$ cat config.mk
export PLATFORM = sky130hd
export DESIGN_NAME = duo_lock_bank
export DESIGN_NICKNAME = d
export VERILOG_FILES = /design/src/rtl/duo_lock_pkg.sv /design/src/rtl/duo_lock_ctrl.sv /design/src/rtl/duo_lock_dp.sv /design/src/rtl/duo_lock_bank.sv
export SDC_FILE = /design/constraint.sdc
export NUM_CORES = 1
export LEC_CHECK = 0
export ABC_AREA = 1
export BUFFER_PORTS_ARGS = -buffer_cell sky130_fd_sc_hd__buf_2
export CAP_MARGIN = 10
export CORE_ASPECT_RATIO = 2
export CORE_UTILIZATION = 46
export DETAILED_ROUTE_END_ITERATION = 7
export GPL_TIMING_DRIVEN = 0
export PLACE_DENSITY_LB_ADDON = 0.12
export SETUP_SLACK_MARGIN = 0.1
export SYNTH_ARGS = -nofsm -noshare
export SYNTH_HDL_FRONTEND = slang
export SYNTH_SLANG_ARGS = --single-unit
export TNS_END_PERCENT = 100
$ cat constraint.sdc
create_clock -name clk -period 1.3 [get_ports clk]
set_clock_uncertainty 0.1 [all_clocks]
set_input_delay 0.195 -clock clk [delete_from_list [all_inputs] [get_ports clk]]
set_output_delay 0.195 -clock clk [all_outputs]
set_load 0.05 [all_outputs]
$ cat src/rtl/duo_lock_pkg.sv
package duo_lock_pkg;
  localparam int unsigned SEM_COUNT = 8;
  localparam int unsigned SEM_IDX_W = $clog2(SEM_COUNT);

  typedef struct packed {
    logic [SEM_COUNT-1:0] lReq;
    logic [SEM_COUNT-1:0] lRel;
    logic [SEM_COUNT-1:0] rReq;
    logic [SEM_COUNT-1:0] rRel;
    logic                 lRd;
    logic                 rRd;
    logic [SEM_IDX_W-1:0] lIdx;
    logic [SEM_IDX_W-1:0] rIdx;
  } lock_strobe_t;
endpackage

$ cat src/rtl/duo_lock_ctrl.sv
module duo_lock_ctrl
  import duo_lock_pkg::*;
#(
  parameter int unsigned ADDR_W = 12,
  parameter int unsigned DATA_W = 8
) (
  input  logic              lSel,
  input  logic [ADDR_W-1:0] lAddr,
  input  logic              lWr,
  input  logic              lRd,
  input  logic [DATA_W-1:0] lWdata,
  input  logic              rSel,
  input  logic [ADDR_W-1:0] rAddr,
  input  logic              rWr,
  input  logic              rRd,
  input  logic [DATA_W-1:0] rWdata,
  output lock_strobe_t      strobes
);
  // Upper address bits and upper data bits carry no meaning here.
  logic unusedBits;
  assign unusedBits = ^{lAddr[ADDR_W-1:SEM_IDX_W], rAddr[ADDR_W-1:SEM_IDX_W],
                        lWdata[DATA_W-1:1], rWdata[DATA_W-1:1]};

  always_comb begin
    strobes      = '0;
    strobes.lIdx = lAddr[SEM_IDX_W-1:0];
    strobes.rIdx = rAddr[SEM_IDX_W-1:0];
    strobes.lRd  = lSel & lRd;
    strobes.rRd  = rSel & rRd;
    if (lSel && lWr) begin
      if (lWdata[0]) strobes.lRel[strobes.lIdx] = 1'b1;
      else           strobes.lReq[strobes.lIdx] = 1'b1;
    end
    if (rSel && rWr) begin
      if (rWdata[0]) strobes.rRel[strobes.rIdx] = 1'b1;
      else           strobes.rReq[strobes.rIdx] = 1'b1;
    end
  end
endmodule

$ cat src/rtl/duo_lock_dp.sv
module duo_lock_dp
  import duo_lock_pkg::*;
#(
  parameter int unsigned DATA_W = 8
) (
  input  logic                 clk,
  input  logic                 rst_n,
  input  lock_strobe_t         strobes,
  output logic [DATA_W-1:0]    lRdata,
  output logic [DATA_W-1:0]    rRdata,
  output logic [SEM_COUNT-1:0] lOwn,
  output logic [SEM_COUNT-1:0] rOwn,
  output logic [SEM_COUNT-1:0] rWait
);
  for (genvar g = 0; g < SEM_COUNT; g++) begin : g_cell
    logic reqL, reqR, tieR;
    logic nextL, nextR;
    assign nextL = (reqL | strobes.lReq[g]) & ~strobes.lRel[g];
    assign nextR = (reqR | strobes.rReq[g]) & ~strobes.rRel[g];

    // No reset: cells are freed by software writes.
    always_ff @(posedge clk) begin
      reqL <= nextL;
      reqR <= nextR;
      // tieR names the holder when both request bits end up set:
      // an earlier lone requester keeps it, a fresh tie goes left.
      tieR <= (reqL & reqR) ? tieR : (reqR & ~reqL);
    end

    assign lOwn[g]  = reqL & (~reqR | ~tieR);
    assign rOwn[g]  = reqR & (~reqL | tieR);
    assign rWait[g] = reqR & ~rOwn[g];
  end

  always_ff @(posedge clk or negedge rst_n) begin
    if (!rst_n) begin
      lRdata <= '1;
      rRdata <= '1;
    end else begin
      if (strobes.lRd) lRdata <= {DATA_W{~lOwn[strobes.lIdx]}};
      if (strobes.rRd) rRdata <= {DATA_W{~rOwn[strobes.rIdx]}};
    end
  end
endmodule

$ cat src/rtl/duo_lock_bank.sv
module duo_lock_bank
  import duo_lock_pkg::*;
#(
  parameter int unsigned ADDR_W = 12,
  parameter int unsigned DATA_W = 8
) (
  input  logic              clk,
  input  logic              rst_n,
  input  logic              lSel,
  input  logic [ADDR_W-1:0] lAddr,
  input  logic              lWr,
  input  logic              lRd,
  input  logic [DATA_W-1:0] lWdata,
  output logic [DATA_W-1:0] lRdata,
  input  logic              rSel,
  input  logic [ADDR_W-1:0] rAddr,
  input  logic              rWr,
  input  logic              rRd,
  input  logic [DATA_W-1:0] rWdata,
  output logic [DATA_W-1:0] rRdata
);
  lock_strobe_t         strobes;
  logic [SEM_COUNT-1:0] lOwnVec, rOwnVec, rWaitVec;

  duo_lock_ctrl #(.ADDR_W(ADDR_W), .DATA_W(DATA_W)) u_ctrl (
    .lSel(lSel), .lAddr(lAddr), .lWr(lWr), .lRd(lRd), .lWdata(lWdata),
    .rSel(rSel), .rAddr(rAddr), .rWr(rWr), .rRd(rRd), .rWdata(rWdata),
    .strobes(strobes)
  );

  duo_lock_dp #(.DATA_W(DATA_W)) u_dp (
    .clk(clk), .rst_n(rst_n), .strobes(strobes),
    .lRdata(lRdata), .rRdata(rRdata),
    .lOwn(lOwnVec), .rOwn(rOwnVec), .rWait(rWaitVec)
  );
endmodule

==> implementation parameters <==
Parameter                              Value

Cells and area
  Cell area after layout ... 1792 sq um
  Area added between synthesis and finish ... 28.55%
  Antenna fix cells ... 0
  Fraction of final layout cells with drive strength greater than 1 ... 0.2304
  Final-stage net count ... 279

Worst hold path
  Hold Crit Depth ... 3
  Class of the tightest hold or removal check ... input pin to flip-flop
  Hold path start ... lRd
  Worst Hold Path EP ... u_dp.lRdata[0]

Pwr
  Peak VDD IR ... ~0.001 V
  Power Dens Cells ... roughly 1700 nW/um^2
  Static power due to leakage ... between 0.0009 and 0.001 uW

STA
  Setup TNS ... -2973 ps
  Period utilisation layout ... 1.156
  Final max-slew violation count ... 0
  Hold violation total from the final report ... 0
  Final number of setup-violating endpoints ... 16
  Relative slew slack ... 0.7883
  Min cycle time layout ... 1502 ps
  Final worst slack ... -202.2 ps
  Worst-Margin Slew ... around 320 ps
  Unrepaired setup endpoints after global routing ... yes
  Max frequency ... 0.6657 GHz

GRT
  Antenna violations before repair ... 0
  Total global-route track usage ... 0.2150
  Global-route wire length before repair ... between 4000 and 5000 um
  Maximum number of pins on one net before global-route repair ... 15
  Total global routing overflow ... 0
  Vias in the first global route ... 1258

Critical path
  Origin of the worst setup path ... u_dp.rRdata[0]
  Startpoint Class ... flip-flop
  Worst r2r dst ... u_dp.rRdata[0]
  Setup slack of the worst register-to-register path ... 200 ps
  Maximum fanout count along the critical path ... 9
  Kind of end point of the critical path ... output port
  Data required time at the worst endpoint ... 1000 ps
  Start of the worst register-to-register path ... u_dp.g_cell[2].reqL
  Type of the worst setup path ... flip-flop to output port
  Cell depth of the worst flop-to-flop path ... 8
  Arrival time at the worst endpoint ... ~1200 ps

Routing
  DR pass1 iterations ... 4
  Vias after detailed routing ... 1265
  Residual DRC count ... 0
  Vias per Instance ... 4.884
  WL per Instance ... 11.32 um
  Post-route antenna net violation count ... 0
  First-iteration detailed-routing DRC count ... 32
  Drt total wl ... 2933 um

Floorplan
  I/O pins ... 64
  Y dimension of the die ... ~80 um
  Core area ... 2804 sq um
  Site row count ... 27
  Total Die Area ... 3268 sq um
  Starting utilization of the core area ... 0.4971
  Width of the die ... approximately 40 um

Logic synthesis
  Number of flip-flops and latches in the synthesized netlist ... 26
  Net count of the mapped netlist ... 244
  Portion of the post-synthesis area used by sequential elements ... 0.4399
  Distinct cell type count after synthesis ... 16
  Warnings from Yosys ... 0
  Synthesized area divided by synthesized cell count ... 7.111 sq um
  Number of cells produced by synthesis ... 196
  Netlist area before placement ... about 1400 sq um

Clock network
  Worst-path clk slew ... 90 ps
  Clock sinks ... 26
  Root buf cell ... sky130_fd_sc_hd__clkbuf_8
  Deepest clock path buffer count ... 2
  Worst skew pair latency ... approximately 270 ps
  Clock tree from TritonCTS ... done
  H-Tree Depth ... 1
  Post-CTS Setup Inserts ... 0
  Total CTS buffers ... 3

Run status
  Violated checks ... negative setup slack
  Outcome ... finished with violations

Placed design
  PortBufs ... 29
  Placed wire-length estimate ... 2316 um
  Final estimated routing congestion in global placement ... 0.8272
  Placed Area ... 1583 sq um
  Worst setup slack before clock tree synthesis ... 8.203 ps

Run
  Max-Cap Viols ... 0
cell usage in the layout, fill, tap and decap left out:
cell type,count
sky130_fd_sc_hd__nand2_1,49
sky130_fd_sc_hd__inv_1,33
sky130_fd_sc_hd__nand3_1,22
sky130_fd_sc_hd__nor2_1,16
sky130_fd_sc_hd__buf_4,15
sky130_fd_sc_hd__buf_8,15
sky130_fd_sc_hd__dfxtp_1,15
sky130_fd_sc_hd__buf_2,13
sky130_fd_sc_hd__a21oi_1,8
sky130_fd_sc_hd__a31oi_1,8
sky130_fd_sc_hd__o21ai_0,8
sky130_fd_sc_hd__edfxtp_1,8
sky130_fd_sc_hd__nor3_1,5
sky130_fd_sc_hd__clkbuf_8,3
sky130_fd_sc_hd__clkbuf_1,2
sky130_fd_sc_hd__inv_2,2
sky130_fd_sc_hd__nor2_4,2
sky130_fd_sc_hd__dfstp_4,2
sky130_fd_sc_hd__o21ai_1,1
sky130_fd_sc_hd__clkinv_1,1
sky130_fd_sc_hd__dlygate4sd3_1,1
sky130_fd_sc_hd__dfxtp_2,1
synth_stat cells:
| cell | number | area (sq um) |
|---|---|---|
| sky130_fd_sc_hd__edfxtp_1 | 8 | 240.2 |
| sky130_fd_sc_hd__o21ai_0 | 8 | 40.04 |
| sky130_fd_sc_hd__inv_2 | 2 | 7.510 |
| sky130_fd_sc_hd__buf_4 | 14 | 105.1 |
| sky130_fd_sc_hd__dfstp_2 | 2 | 52.55 |
| sky130_fd_sc_hd__a21oi_1 | 8 | 40.04 |
| sky130_fd_sc_hd__dfxtp_1 | 16 | 320.3 |
| sky130_fd_sc_hd__nand2_1 | 49 | 183.9 |
| sky130_fd_sc_hd__inv_1 | 33 | 123.9 |
| sky130_fd_sc_hd__a31oi_1 | 8 | 50.05 |
| sky130_fd_sc_hd__nand3_1 | 22 | 110.1 |
| sky130_fd_sc_hd__o21ai_1 | 1 | 5.000 |
| sky130_fd_sc_hd__nor2_1 | 16 | 60.06 |
| sky130_fd_sc_hd__nor2_4 | 2 | 22.52 |
| sky130_fd_sc_hd__nor3_1 | 5 | 25.02 |
| sky130_fd_sc_hd__clkbuf_1 | 2 | 7.510 |
worst max-delay path, cell delays in order, from the launching register on:
cell and delay (ps):
sky130_fd_sc_hd__dfstp_4 670, sky130_fd_sc_hd__buf_4 130, sky130_fd_sc_hd__buf_8 130
power breakdown:
group / leakage (uW) / total (uW) / internal [uW] / switching [uW]
logic: 0.000659 / 1320 / 570 / 754
clock network: 0.0000231 / 466 / 212 / 254
registers: 0.000242 / 1320 / 1110 / 209
how the worst max path moves through the flow:
stage | end | slack, ps | cells past startpoint
2_1_floorplan | rRdata[1] | 60 | 1
3_3_place_gp | lRdata[7] | 20 | 2
3_5_place_dp | rRdata[5] | 8 | 2
4_1_cts | rRdata[5] | -200 | 2
5_1_grt | rRdata[5] | -240 | 2
6_report | rRdata[6] | -200 | 2
area by class of cell:
cell class | instances | area (sq um)
Clock buffer | 3 | 41.29
Buffer | 16 | 112.6
Multi-Input combinational cell | 119 | 536.8
Fill cell | 249 | 1012
Sequential cell | 26 | 621.8
Clock inverter | 1 | 3.754
Inverter | 35 | 131.4
Timing Repair Buffer | 30 | 307.8
Tap cell | 29 | 36.28
cell families (layout without fill, tap and decap cells):
group,count (synthesis),in the layout,share of synthesized area
AOI/OAI and AO/OA,25,25,0.09695
and+or+nand+nor,94,94,0.2882
DFF,26,26,0.4399
buffers and inverters,51,85,0.1750
sequential cells by signal, summed over array words and instances (netlist names):
name and count:
u_dp.g_cell.tieR 8, u_dp.g_cell.reqR 8, u_dp.rRdata 1, u_dp.g_cell.reqL 8
u_dp.lRdata 1
through the flow:
stage	hold slack, ps	total power [uW]	cells	utilization
after floorplan	-51.62	2150	196	-
after global placement	70.18	2384	254	0.5645
after detailed placement	73.01	2416	254	0.5645
after CTS	75.51	3109	259	0.6372
after global routing	97.13	3312	259	0.6390
final	72.32	3112	259	0.6390
metal layers:
metal / share of wire / track usage / vias to the layer above
met5: 0 / 0 / -
li1: - / - / 680
met4: 0.020 / 0.09667 / 0
met2: 0.57 / 0.4016 / 25
met1: 0.39 / 0.2074 / 555
met3: 0.022 / 0.01950 / 5
repair_timing:
item,CTS,global route
endpoints found under the hold margin,2,0
hold buffers,1,0
setup endpoints to repair,16,17
cloned,0,0
resized for setup,45,2
(Power assumes the default switching activity.)
